**config.mk**
```make
export PLATFORM = sky130hd
export DESIGN_NAME = cvt_chan_if
export DESIGN_NICKNAME = d
export VERILOG_FILES = /design/src/rtl/cvt_pkg.sv /design/src/rtl/cvt_fsm.sv /design/src/rtl/cvt_chan_regs.sv /design/src/rtl/cvt_discretes.sv /design/src/rtl/cvt_chan_if.sv
export SDC_FILE = /design/constraint.sdc
export NUM_CORES = 1
export LEC_CHECK = 0
export BUFFER_PORTS_ARGS = -buffer_cell sky130_fd_sc_hd__buf_2
export CORE_MARGIN = 2
export CORE_UTILIZATION = 30
export CTS_CLUSTER_SIZE = 12
export DETAILED_ROUTE_END_ITERATION = 16
export PLACE_DENSITY = 0.49
export REMOVE_ABC_BUFFERS = 1
export SETUP_SLACK_MARGIN = 0.3
export SYNTH_ARGS = -nofsm -noshare
export SYNTH_HDL_FRONTEND = slang
export SYNTH_HIERARCHICAL = 1
export SYNTH_SLANG_ARGS = --single-unit
export TNS_END_PERCENT = 5
```
**constraint.sdc**
```tcl
create_clock -name clk -period 2.3 [get_ports clk]
set_input_delay 0.23 -clock clk [delete_from_list [all_inputs] [get_ports clk]]
set_output_delay 0.23 -clock clk [all_outputs]
set_load 0.01 [all_outputs]
```
**src/rtl/cvt_pkg.sv**
```systemverilog
package cvt_pkg;

    typedef enum logic [1:0] {
        ST_IDLE      = 2'd0,
        ST_DA_LOAD   = 2'd1,
        ST_AD_ACC    = 2'd2,
        ST_SHIFT_OUT = 2'd3
    } cvt_state_e;

    typedef enum logic [1:0] {
        OP_DAC  = 2'b00,
        OP_ADC  = 2'b01,
        OP_DISC = 2'b10,
        OP_ANN  = 2'b11
    } cvt_op_e;

endpackage

```
**src/rtl/cvt_fsm.sv**
```systemverilog
module cvt_fsm
    import cvt_pkg::*;
(
    input  logic       clk,
    input  logic       rst_n,
    input  logic       cmd_valid,
    input  logic       cmd_bad,
    input  cvt_op_e    op,
    input  logic       adc_done,
    input  logic       shift_done,
    output cvt_state_e state,
    output logic       accept,
    output logic       reject,
    output logic       cmd_ready,
    output logic       dac_load,
    output logic       ad_active,
    output logic       ser_valid
);

    cvt_state_e state_nx;

    // state register
    always_ff @(posedge clk or negedge rst_n) begin
        if (!rst_n) state <= ST_IDLE;
        else        state <= state_nx;
    end

    // transitions
    always_comb begin
        state_nx = state;
        unique case (state)
            ST_IDLE: begin
                if (cmd_valid && !cmd_bad) begin
                    unique case (op)
                        OP_DAC:  state_nx = ST_DA_LOAD;
                        OP_ADC:  state_nx = ST_AD_ACC;
                        OP_DISC: state_nx = ST_SHIFT_OUT;
                        OP_ANN:  state_nx = ST_IDLE;
                    endcase
                end
            end
            ST_DA_LOAD:   state_nx = ST_IDLE;
            ST_AD_ACC:    if (adc_done)   state_nx = ST_SHIFT_OUT;
            ST_SHIFT_OUT: if (shift_done) state_nx = ST_IDLE;
        endcase
    end

    // outputs
    always_comb begin
        cmd_ready = (state == ST_IDLE);
        accept    = (state == ST_IDLE) && cmd_valid && !cmd_bad;
        reject    = (state == ST_IDLE) && cmd_valid &&  cmd_bad;
        dac_load  = (state == ST_DA_LOAD);
        ad_active = (state == ST_AD_ACC);
        ser_valid = (state == ST_SHIFT_OUT);
    end

endmodule

```
**src/rtl/cvt_chan_regs.sv**
```systemverilog
module cvt_chan_regs
    import cvt_pkg::*;
#(
    parameter int DW    = 16,
    parameter int NDISC = 8
) (
    input  logic             clk,
    input  logic             rst_n,
    input  cvt_state_e       state,
    input  logic             accept,
    input  logic             reject,
    input  cvt_op_e          op,
    input  logic [DW-1:0]    cmd_word,
    input  logic [DW-1:0]    cmd_data,
    input  logic [NDISC-1:0] disc_in,
    input  logic             inc_x,
    input  logic             inc_y,
    input  logic             adc_done,
    output logic [DW-1:0]    cmd_held,
    output logic [DW-1:0]    dac_value,
    output logic             ser_bit,
    output logic             ser_last,
    output logic             ad_ready,
    output logic             cmd_err
);

    localparam int CW = $clog2(2 * DW + 1);

    logic [DW-1:0] ch0_q;   // D/A value or X accumulator
    logic [DW-1:0] ch1_q;   // Y accumulator
    logic [DW-1:0] ch2_q;   // held command word
    logic [CW-1:0] bits_left_q;

    function automatic logic [DW-1:0] sat_step(input logic [DW-1:0] v, input logic en);
        if (en && (v != {DW{1'b1}})) return v + 1'b1;
        return v;
    endfunction

    always_ff @(posedge clk or negedge rst_n) begin
        if (!rst_n) begin
            ch0_q       <= '0;
            ch1_q       <= '0;
            ch2_q       <= '0;
            bits_left_q <= '0;
        end else if (accept) begin
            ch2_q <= cmd_word;
            unique case (op)
                OP_DAC:  ch0_q <= cmd_data;
                OP_ADC: begin
                    ch0_q <= '0;
                    ch1_q <= '0;
                end
                OP_DISC: begin
                    ch0_q       <= DW'(disc_in);
                    bits_left_q <= CW'(DW);
                end
                OP_ANN:  ;
            endcase
        end else if (state == ST_AD_ACC) begin
            ch0_q <= sat_step(ch0_q, inc_x);
            ch1_q <= sat_step(ch1_q, inc_y);
            if (adc_done) bits_left_q <= CW'(2 * DW);
        end else if (state == ST_SHIFT_OUT) begin
            ch0_q       <= {ch0_q[DW-2:0], ch1_q[DW-1]};
            ch1_q       <= {ch1_q[DW-2:0], 1'b0};
            bits_left_q <= bits_left_q - 1'b1;
        end
    end

    always_ff @(posedge clk or negedge rst_n) begin
        if (!rst_n) begin
            ad_ready <= 1'b0;
            cmd_err  <= 1'b0;
        end else begin
            if (accept)
                ad_ready <= 1'b0;
            else if (state == ST_AD_ACC && adc_done)
                ad_ready <= 1'b1;
            if (accept)      cmd_err <= 1'b0;
            else if (reject) cmd_err <= 1'b1;
        end
    end

    always_comb begin
        cmd_held  = ch2_q;
        dac_value = ch0_q;
        ser_bit   = ch0_q[DW-1];
        ser_last  = (state == ST_SHIFT_OUT) && (bits_left_q == CW'(1));
    end

endmodule

```
**src/rtl/cvt_discretes.sv**
```systemverilog
module cvt_discretes #(
    parameter int NFAIL = 3
) (
    input  logic             clk,
    input  logic             rst_n,
    input  logic             ann_load,
    input  logic [1:0]       ann_val,
    input  logic [NFAIL-1:0] fail_set,
    input  logic             fail_clr,
    output logic [1:0]       derate,
    output logic [NFAIL-1:0] fail_lamp
);

    always_ff @(posedge clk or negedge rst_n) begin
        if (!rst_n)        derate <= 2'b00;
        else if (ann_load) derate <= ann_val;
    end

    for (genvar i = 0; i < NFAIL; i++) begin : g_lamp
        always_ff @(posedge clk or negedge rst_n) begin
            if (!rst_n)           fail_lamp[i] <= 1'b0;
            else if (fail_set[i]) fail_lamp[i] <= 1'b1;
            else if (fail_clr)    fail_lamp[i] <= 1'b0;
        end
    end

endmodule

```
**src/rtl/cvt_chan_if.sv**
```systemverilog
module cvt_chan_if
    import cvt_pkg::*;
#(
    parameter int DW    = 16,
    parameter int SEL_W = 4,
    parameter int NDISC = 8,
    parameter int NFAIL = 3
) (
    input  logic             clk,
    input  logic             rst_n,
    input  logic             cmd_valid,
    input  logic [DW-1:0]    cmd_word,
    input  logic [DW-1:0]    cmd_data,
    output logic             cmd_ready,
    output logic [DW-1:0]    cmd_held,
    output logic             cmd_err,
    output logic             dac_load,
    output logic [DW-1:0]    dac_value,
    output logic             ad_active,
    input  logic             inc_x,
    input  logic             inc_y,
    input  logic             adc_done,
    output logic             ad_ready,
    output logic             ser_valid,
    output logic             ser_bit,
    output logic             ser_last,
    input  logic [NDISC-1:0] disc_in,
    output logic [1:0]       derate,
    input  logic [NFAIL-1:0] fail_set,
    input  logic             fail_clr,
    output logic [NFAIL-1:0] fail_lamp
);

    localparam int            RSV_LO   = SEL_W + 2;
    localparam logic [DW-1:0] RSV_MASK = {DW{1'b1}} << RSV_LO;

    cvt_state_e state;
    cvt_op_e    op;
    logic       cmd_bad;
    logic       accept;
    logic       reject;

    assign op      = cvt_op_e'(cmd_word[1:0]);
    assign cmd_bad = |(cmd_word & RSV_MASK);

    cvt_fsm u_fsm (
        .clk        (clk),
        .rst_n      (rst_n),
        .cmd_valid  (cmd_valid),
        .cmd_bad    (cmd_bad),
        .op         (op),
        .adc_done   (adc_done),
        .shift_done (ser_last),
        .state      (state),
        .accept     (accept),
        .reject     (reject),
        .cmd_ready  (cmd_ready),
        .dac_load   (dac_load),
        .ad_active  (ad_active),
        .ser_valid  (ser_valid)
    );

    cvt_chan_regs #(.DW(DW), .NDISC(NDISC)) u_regs (
        .clk       (clk),
        .rst_n     (rst_n),
        .state     (state),
        .accept    (accept),
        .reject    (reject),
        .op        (op),
        .cmd_word  (cmd_word),
        .cmd_data  (cmd_data),
        .disc_in   (disc_in),
        .inc_x     (inc_x),
        .inc_y     (inc_y),
        .adc_done  (adc_done),
        .cmd_held  (cmd_held),
        .dac_value (dac_value),
        .ser_bit   (ser_bit),
        .ser_last  (ser_last),
        .ad_ready  (ad_ready),
        .cmd_err   (cmd_err)
    );

    cvt_discretes #(.NFAIL(NFAIL)) u_disc (
        .clk       (clk),
        .rst_n     (rst_n),
        .ann_load  (accept && (op == OP_ANN)),
        .ann_val   (cmd_word[3:2]),
        .fail_set  (fail_set),
        .fail_clr  (fail_clr),
        .derate    (derate),
        .fail_lamp (fail_lamp)
    );

endmodule

```
==> summary.md, run 1 <==
| Metric | Value |
|---|---|
| Simple-Gate Fraction of Synth Area | 0.1870 |
| Met3 Use GR | 0.05184 |
| Pin count of the biggest net entering global routing | 64 |
| Hold Path Depth | 2 |
| Area delta synth->final | 38.24% |
| Synth Register Bits | 63 |
| First-pass GRT wire length | 19.53 mm |
| HP Class | in2reg |
| Clock Latency Late Sink | 0.34 ns |
| Overflow after GRT | 0 |
| Tcrit/Tclk final | 0.8820 |
| Lkg Pwr | 2.474 nW |
| Fraction of the mapped netlist area in compound gates | 0.2704 |
| Synth Area in Adders | 0.02897 |
| Final WL | 11.86 mm |
| ANT nets after route | 0 |
| # setup viols final | 0 |
| Die width | 117.8 um |
| Met1 usage | 0.2300 |
| CTS buffer count | 9 |
| Post-Syn Instances | 422 |
| # diodes | 0 |
| Finished Layout Cells | 739 |
| Worst Skew | 0.007200 ns |
| Vias | 3886 |
| Clk sink count | 63 |
| Seq/Total Area, Yosys | 0.4055 |
| Ports | 95 |
| Clock root cell | clkbuf_16 |
| Share of layout cells above drive strength 1 | 0.3951 |
| Fmax | 0.4930 GHz |
| Crit. End Element | flip-flop |
| Vias/cell | 5.258 |
| H-tree depth | 3 |
| # fillers | 1305 |
| Drt first pass iters | 5 |
| CTS tree | yes |
| Vias in the first global route | 3835 |
| Crit path launch type | flip-flop |
| Max Cap Viol | 0 |
| Setup TNS | 0 ns |
| Ys flop type | dfrtp_1 |
| Commonest non-fill, non-tap cell in the layout | buf_2 |
| Post-synthesis xor/xnor area fraction | 0.002253 |
| Grt met2 use | 0.2765 |
| Initial core utilization | 0.3081 |
| Syn Area/Cell | 9.212 sq um |
| Final-report max-slew violation count | 0 |
| Commonest cells after routing, fill and taps aside | buf_2, dfrtp_1, buf_4 |
| RePlAce Congestion | 0.8928 |
| GR peak layer | met2 |
| Fin. Hold Viols | 0 |
| PwrDens | 554.7 nW/um^2 |
| Synth unique cells | 65 |
| Setup slack after layout | 0.2714 ns |
| R2R depth | 7 |
| Worst endpoint required time | 2.52 ns |
| RSZ-0062 raised after global routing | yes |
| Placed cell count | 713 |
| Core ar. | 12620 sq um |
| Worst vdd ir | 307.6 uV |
| Post-synthesis mux area share | 0.05665 |
| Nets | 621 |
| WL per Instance | 16.05 um |
| Clock Tree Buf Depth | 2 |
| Area after DPL | 4842 sq um |
| Global Route Usage Sum | 0.1742 |
| Yosys warns | 6 |
| Tmin final | 2.029 ns |
| Worst slew pin tran | 0.4946 ns |
| Post-layout util | 0.4258 |
| Mapped Area | 3887 sq um |
| Total power | 2.981 mW |
| Worst endpoint data arrival time | 2.25 ns |
| Initial antenna violation count | 0 |
| Critical Path Fanout Max | 5 |
| Synth async-reset ratio | 1.000 |
| Hold slack | 0.06601 ns |
| DRT iter0 DRCs | 269 |
| Die Ht | 117.8 um |
| Relative slew slack | 0.6703 |
| Clock transition at path regs | 0.06 ns |
| Post-synth EDFFs | 0 |
| Final HPWL DP | 8.329 mm |
| Port buffer count | 94 |
| # rows | 41 |
| Status | completed |
| Critical Setup Path Class | reg2reg |
| DP Worst Slack | -0.3670 ns |
| Finished Cell Area | 5374 sq um |
| Die area | 13890 sq um |
| DRC Markers | 0 |
| Largest family of logic cells by synthesized area | compound AO/OA/AOI/OAI gates |
-- cells by family after synthesis --
logic type,count (synthesis)
AO/OA/AOI/OAI,152
multiplexers,19
AND/OR/NAND/NOR,136
flip-flops,63
adder cells (fa/ha/maj),9
XOR/XNOR,1
buffers and inverters,42
-- repair_timing --
item	in CTS	in global routing
setup buffers	5	4
setup endpoints to repair	38	37
endpoints found under the hold margin	63	0
gates resized for setup	9	29
pin swaps	2	8
hold buffers	1	0
-- worst paths after layout --
check                                       to           startpoint  slack (ns)
max in group asynchronous       u_fsm/state[1]                rst_n        1.54
setup reg to reg              u_regs/ch1_q[10]      u_regs/ch1_q[9]        0.27
hold / removal             u_disc/fail_lamp[2]          fail_set[2]        0.07
hold reg to reg            u_disc/fail_lamp[1]  u_disc/fail_lamp[1]        0.48
min in group asynchronous  u_disc/fail_lamp[0]                rst_n        0.45
setup / recovery              u_regs/ch1_q[10]      u_regs/ch1_q[9]        0.27
-- critical path: stages, from the launching register on --
cell	delay, ns
dfrtp_1	0.46
nand4_4	0.13
or3_4	0.42
buf_4	0.15
o31a_4	0.37
buf_4	0.15
o221ai_1	0.16
nand2_1	0.08
-- flip-flops by register name, indices dropped and copies added (netlist names), 2 cells and up --
name and count:
u_disc/derate 2, u_disc/fail_lamp 3, u_fsm/state 2, u_regs/bits_left_q 6
u_regs/ch1_q 16, u_regs/cmd_held 16, u_regs/dac_value 16
-- area by class of cell --
| type | count | area [sq um] | area share |
|---|---|---|---|
| multi-input cells | 317 | 2240 | 0.4168 |
| repair buffers | 153 | 965.9 | 0.1797 |
| flip-flops and latches | 63 | 1578 | 0.2936 |
| inverters | 18 | 67.56 | 0.01257 |
| clock buffers | 10 | 239.0 | 0.04447 |
| well taps | 172 | 215.2 | 0.04005 |
| clock inverters | 6 | 68.82 | 0.01281 |
-- report_power, final --
part | switching, mW | internal (mW) | leakage [nW]
combinational | 0.188 | 0.160 | 1.49
clock | 0.536 | 0.873 | 0.149
sequential | 0.0614 | 1.16 | 0.831
total | 0.785 | 2.20 | 2.47
-- cells in the mapped netlist, drive strengths merged, types with 3 or more instances --
library cell | number | share of area
a31oi | 4 | 0.0064
and3 | 6 | 0.0097
a41oi | 3 | 0.0068
nor2 | 34 | 0.033
ha | 9 | 0.029
nand3 | 14 | 0.018
a22o | 10 | 0.023
and2 | 3 | 0.0048
o31ai | 12 | 0.028
o2bb2ai | 3 | 0.0068
nand2 | 30 | 0.029
clkbuf | 10 | 0.0097
a21oi | 24 | 0.031
nand2b | 5 | 0.010
a311oi | 4 | 0.0090
nor4 | 7 | 0.011
mux2 | 18 | 0.054
nand4 | 7 | 0.015
o21ai | 53 | 0.073
a22oi | 9 | 0.017
dfrtp | 63 | 0.41
a21o | 5 | 0.0097
a221oi | 4 | 0.0090
nor3 | 9 | 0.012
nor3b | 3 | 0.0058
inv | 18 | 0.017
nor2b | 8 | 0.013
buf | 14 | 0.022
-- routing by layer --
metal  vias up  part of all wire
met1      1879              0.46
li1       1870                 -
met4         0             0.014
met5         -                 0
met3        16             0.052
met2       121              0.48
(Power assumes the default switching activity.)
==> run 2: changes to the inputs <==
--- a/config.mk
+++ b/config.mk
@@ -11,10 +11,10 @@
 export CTS_CLUSTER_SIZE = 12
 export DETAILED_ROUTE_END_ITERATION = 16
 export PLACE_DENSITY = 0.49
+export RECOVER_POWER = 100
 export REMOVE_ABC_BUFFERS = 1
 export SETUP_SLACK_MARGIN = 0.3
 export SYNTH_ARGS = -nofsm -noshare
 export SYNTH_HDL_FRONTEND = slang
-export SYNTH_HIERARCHICAL = 1
 export SYNTH_SLANG_ARGS = --single-unit
 export TNS_END_PERCENT = 5
==> run 2 against run 1 <==
Effect of this change:
- synthesized cell count shrank 0.24%
- area after synthesis decreased by 4.6%
- total power grew 5.2%
- clock power is 8% higher
- highest routed layer unchanged
==> summary.md, run 2 <==
| Metric | Value |
|---|---|
| Lkg Pwr | 2.057 nW (was 2.474 nW) |
| Final WL | 10.94 mm (was 11.86 mm) |
| R2r endpoint | u_regs.ch1_q[2] (was u_regs/ch1_q[10]) |
| Nets | 585 (was 621) |
| Status | completed (unchanged) |
| Fin. Hold Viols | 0 (unchanged) |
| Global Route Usage Sum | 0.1689 (was 0.1742) |
| Vias | 3553 (was 3886) |
| Combinational fraction of design power | 0.119 (was 0.117) |
| Vias in the first global route | 3414 (was 3835) |
| R2R depth | 8 (was 7) |
| # fillers | 1282 (was 1305) |
| Seq/Total Area, Yosys | 0.4252 (was 0.4055) |
| Relative slew slack | 0.06688 (was 0.6703) |
| Drt first pass iters | 4 (was 5) |
| Syn Area/Cell | 8.806 sq um (was 9.212 sq um) |
| Clock root cell | clkbuf_16 (unchanged) |
| Port buffer count | 94 (unchanged) |
| Tmin final | 2.004 ns (was 2.029 ns) |
| Yosys warns | 0 (was 6) |
| DRC Markers | 0 (unchanged) |
| CTS buffer count | 9 (unchanged) |
| PwrDens | 666.0 nW/um^2 (was 554.7 nW/um^2) |
| Tcrit/Tclk final | 0.8713 (was 0.8820) |
| Ports | 95 (unchanged) |
| Core ar. | 12060 sq um (was 12620 sq um) |
| # setup viols final | 0 (unchanged) |
| Crit. End Element | flip-flop (unchanged) |
| Post-synth EDFFs | 0 (unchanged) |
| Commonest non-fill, non-tap cell in the layout | dfrtp_1 (was buf_2) |
| WL per Instance | 15.67 um (was 16.05 um) |
| Clock Latency Late Sink | 0.34 ns (about the same) |
| Initial core utilization | 0.3074 (was 0.3081) |
| Most frequent cell after synthesis | dfrtp_1 (unchanged) |
| Hold_sp | fail_set[2] (unchanged) |
| ANT nets after route | 0 (unchanged) |
| Switching share of power | 0.2482 (was 0.2634) |
| Mapped Area | 3707 sq um (was 3887 sq um) |
| Die area | 13260 sq um (was 13890 sq um) |
| Multi-input gate area | 1941 sq um (was 2240 sq um) |
| HP Class | in2reg (unchanged) |
| Placed cell count | 678 (was 713) |
| Synth area leaders | dfrtp_1, o21ai_0, nand2_1 (was dfrtp_1, o21ai_0, mux2_2) |
| Synth area leader | dfrtp_1 (unchanged) |
| Synth top area share | 0.4252 (was 0.4055) |
| Sequential cell area | 1578 sq um (unchanged) |
| Initial antenna violation count | 0 (unchanged) |
| Worst vdd ir | 251.9 uV (was 307.6 uV) |
| Worst Skew | 0.004090 ns (was 0.007200 ns) |
| Clock transition at path regs | 0.05 ns (was 0.06 ns) |
| Top cells by count, synth | dfrtp_1, nand2_1, o21ai_0 (was dfrtp_1, o21ai_0, nor2_1) |
| RSZ-0062 raised after global routing | yes (unchanged) |
| Clock Tree Buf Depth | 2 (unchanged) |
| Worst slew pin tran | 1.400 ns (was 0.4946 ns) |
| Reg2reg start | u_regs.ch1_q[1] (was u_regs/ch1_q[9]) |
| Worst endpoint data arrival time | 2.25 ns (about the same) |
| Commonest cells after routing, fill and taps aside | dfrtp_1, nand2_1, buf_2 (was buf_2, dfrtp_1, buf_4) |
| Hold EP | u_disc.fail_lamp[2] (was u_disc/fail_lamp[2]) |
| Max Cap Viol | 0 (unchanged) |
| Fmax | 0.4990 GHz (was 0.4930 GHz) |
| Final HPWL DP | 7.773 mm (was 8.329 mm) |
| Reg-to-reg slack, setup | 0.30 ns (was 0.27 ns) |
| Worst endpoint required time | 2.55 ns (was 2.52 ns) |
| Critical Setup Path Class | reg2reg (unchanged) |
| Die Ht | 115.2 um (was 117.8 um) |
| First-pass GRT wire length | 17.33 mm (was 19.53 mm) |
| Synth async-reset ratio | 1.000 (unchanged) |
| CTS tree | yes (unchanged) |
| P_int | 2.358 mW (was 2.196 mW) |
| Post-layout util | 0.3905 (was 0.4258) |
| RePlAce Congestion | 0.8637 (was 0.8928) |
| Crit path launch type | flip-flop (unchanged) |
| Hold Path Depth | 2 (unchanged) |
| Clock network power share | 0.485 (was 0.473) |
| DP Worst Slack | 0.1615 ns (was -0.3670 ns) |
| H-tree depth | 3 (unchanged) |
| DRT iter0 DRCs | 185 (was 269) |
| Synth unique cells | 58 (was 65) |
| Vias/cell | 5.090 (was 5.258) |
| Ys flop type | dfrtp_1 (unchanged) |
| Critical Path Fanout Max | 7 (was 5) |
| NetSw | 0.7785 mW (was 0.7850 mW) |
| Setup slack after layout | 0.2959 ns (was 0.2714 ns) |
| # rows | 40 (was 41) |
| Final-report max-slew violation count | 0 (unchanged) |
| Post-Syn Instances | 421 (was 422) |
| Share of layout cells above drive strength 1 | 0.2019 (was 0.3951) |
| Hold slack | 0.07658 ns (was 0.06601 ns) |
| Die width | 115.2 um (was 117.8 um) |
| Synth Register Bits | 63 (unchanged) |
| Pin count of the biggest net entering global routing | 33 (was 64) |
| # diodes | 0 (unchanged) |
| Sequential Power Share | 0.396 (was 0.410) |
| Area after DPL | 4405 sq um (was 4842 sq um) |
| Setup TNS | 0 ns (unchanged) |
| Finished Cell Area | 4710 sq um (was 5374 sq um) |
| Clk sink count | 63 (unchanged) |
| Finished Layout Cells | 698 (was 739) |
| Area delta synth->final | 27.03% (was 38.24%) |
| Overflow after GRT | 0 (unchanged) |
| Total power | 3.137 mW (was 2.981 mW) |
run 2: cell type report:
| class | instances | area share |
|---|---|---|
| clock buffers | 12 | 0.05659 |
| well taps | 168 | 0.04463 |
| flip-flops and latches | 63 | 0.3350 |
| repair buffers | 118 | 0.1267 |
| inverters | 14 | 0.01116 |
| multi-input cells | 320 | 0.4121 |
| clock inverters | 3 | 0.01382 |
run 2: cell families (layout without fill, tap and decap cells):
| kind of cell | after synthesis | count (layout) | share of synthesized area |
|---|---|---|---|
| AOI/OAI and AO/OA | 146 | 146 | 0.2498 |
| xor gates and xnor gates | 3 | 3 | 0.007089 |
| buffers and inverters | 38 | 147 | 0.05467 |
| and+or+nand+nor | 159 | 159 | 0.2238 |
| DFF | 63 | 63 | 0.4252 |
| adders and majority gates | 9 | 9 | 0.03038 |
| muxes | 3 | 3 | 0.009112 |
run 2: how the worst max path moves through the flow:
stage | slack [ns] | start | cells after the start | end
after floorplan | -0.31 | u_fsm.state[1] | 6 | u_regs.ch1_q[10]
after global placement | 0.19 | u_regs.ch1_q[0] | 8 | u_regs.ch1_q[2]
after detailed placement | 0.16 | u_regs.ch1_q[0] | 8 | u_regs.ch1_q[2]
after CTS | 0.29 | u_fsm.state[0] | 5 | ad_active
after global routing | 0.15 | u_fsm.state[0] | 6 | u_regs.dac_value[9]
final | 0.30 | u_regs.ch1_q[1] | 8 | u_regs.ch1_q[2]
run 2: repair_timing:
action / in CTS / in global routing
setup endpoints to repair: 17 / 38
pin swaps: 2 / 3
hold buffers: 1 / 0
buffers inserted: 2 / 2
endpoints found under the hold margin: 24 / 0
gates resized for setup: 0 / 7
run 2: critical path, cell delays in order (launching register included):
cell and delay [ns]:
dfrtp_1 0.44, ha_4 0.18, nand3_2 0.12, nor4_4 0.33, a21boi_2 0.13, o21ai_4 0.22, clkbuf_1 0.27, o21ai_0 0.13
o21ai_0 0.09
run 2: power by group through the flow:
stage / Combinational, mW / Sequential (mW) / Clock, mW
2_1_floorplan: 0.168 / 1.27 / 0
3_5_place_dp: 0.395 / 1.26 / 0
3_3_place_gp: 0.390 / 1.26 / 0
4_1_cts: 0.399 / 1.24 / 1.56
5_1_grt: 0.421 / 1.25 / 1.60
6_report: 0.373 / 1.24 / 1.52
run 2: layer usage:
metal  track usage  wire length, um  up-vias
li1              -                -     1740
met1        0.2161             5038     1713
met2        0.2820             5178       86
met3       0.03532              569       14
met4       0.06185              151        0
met5             0                0        -
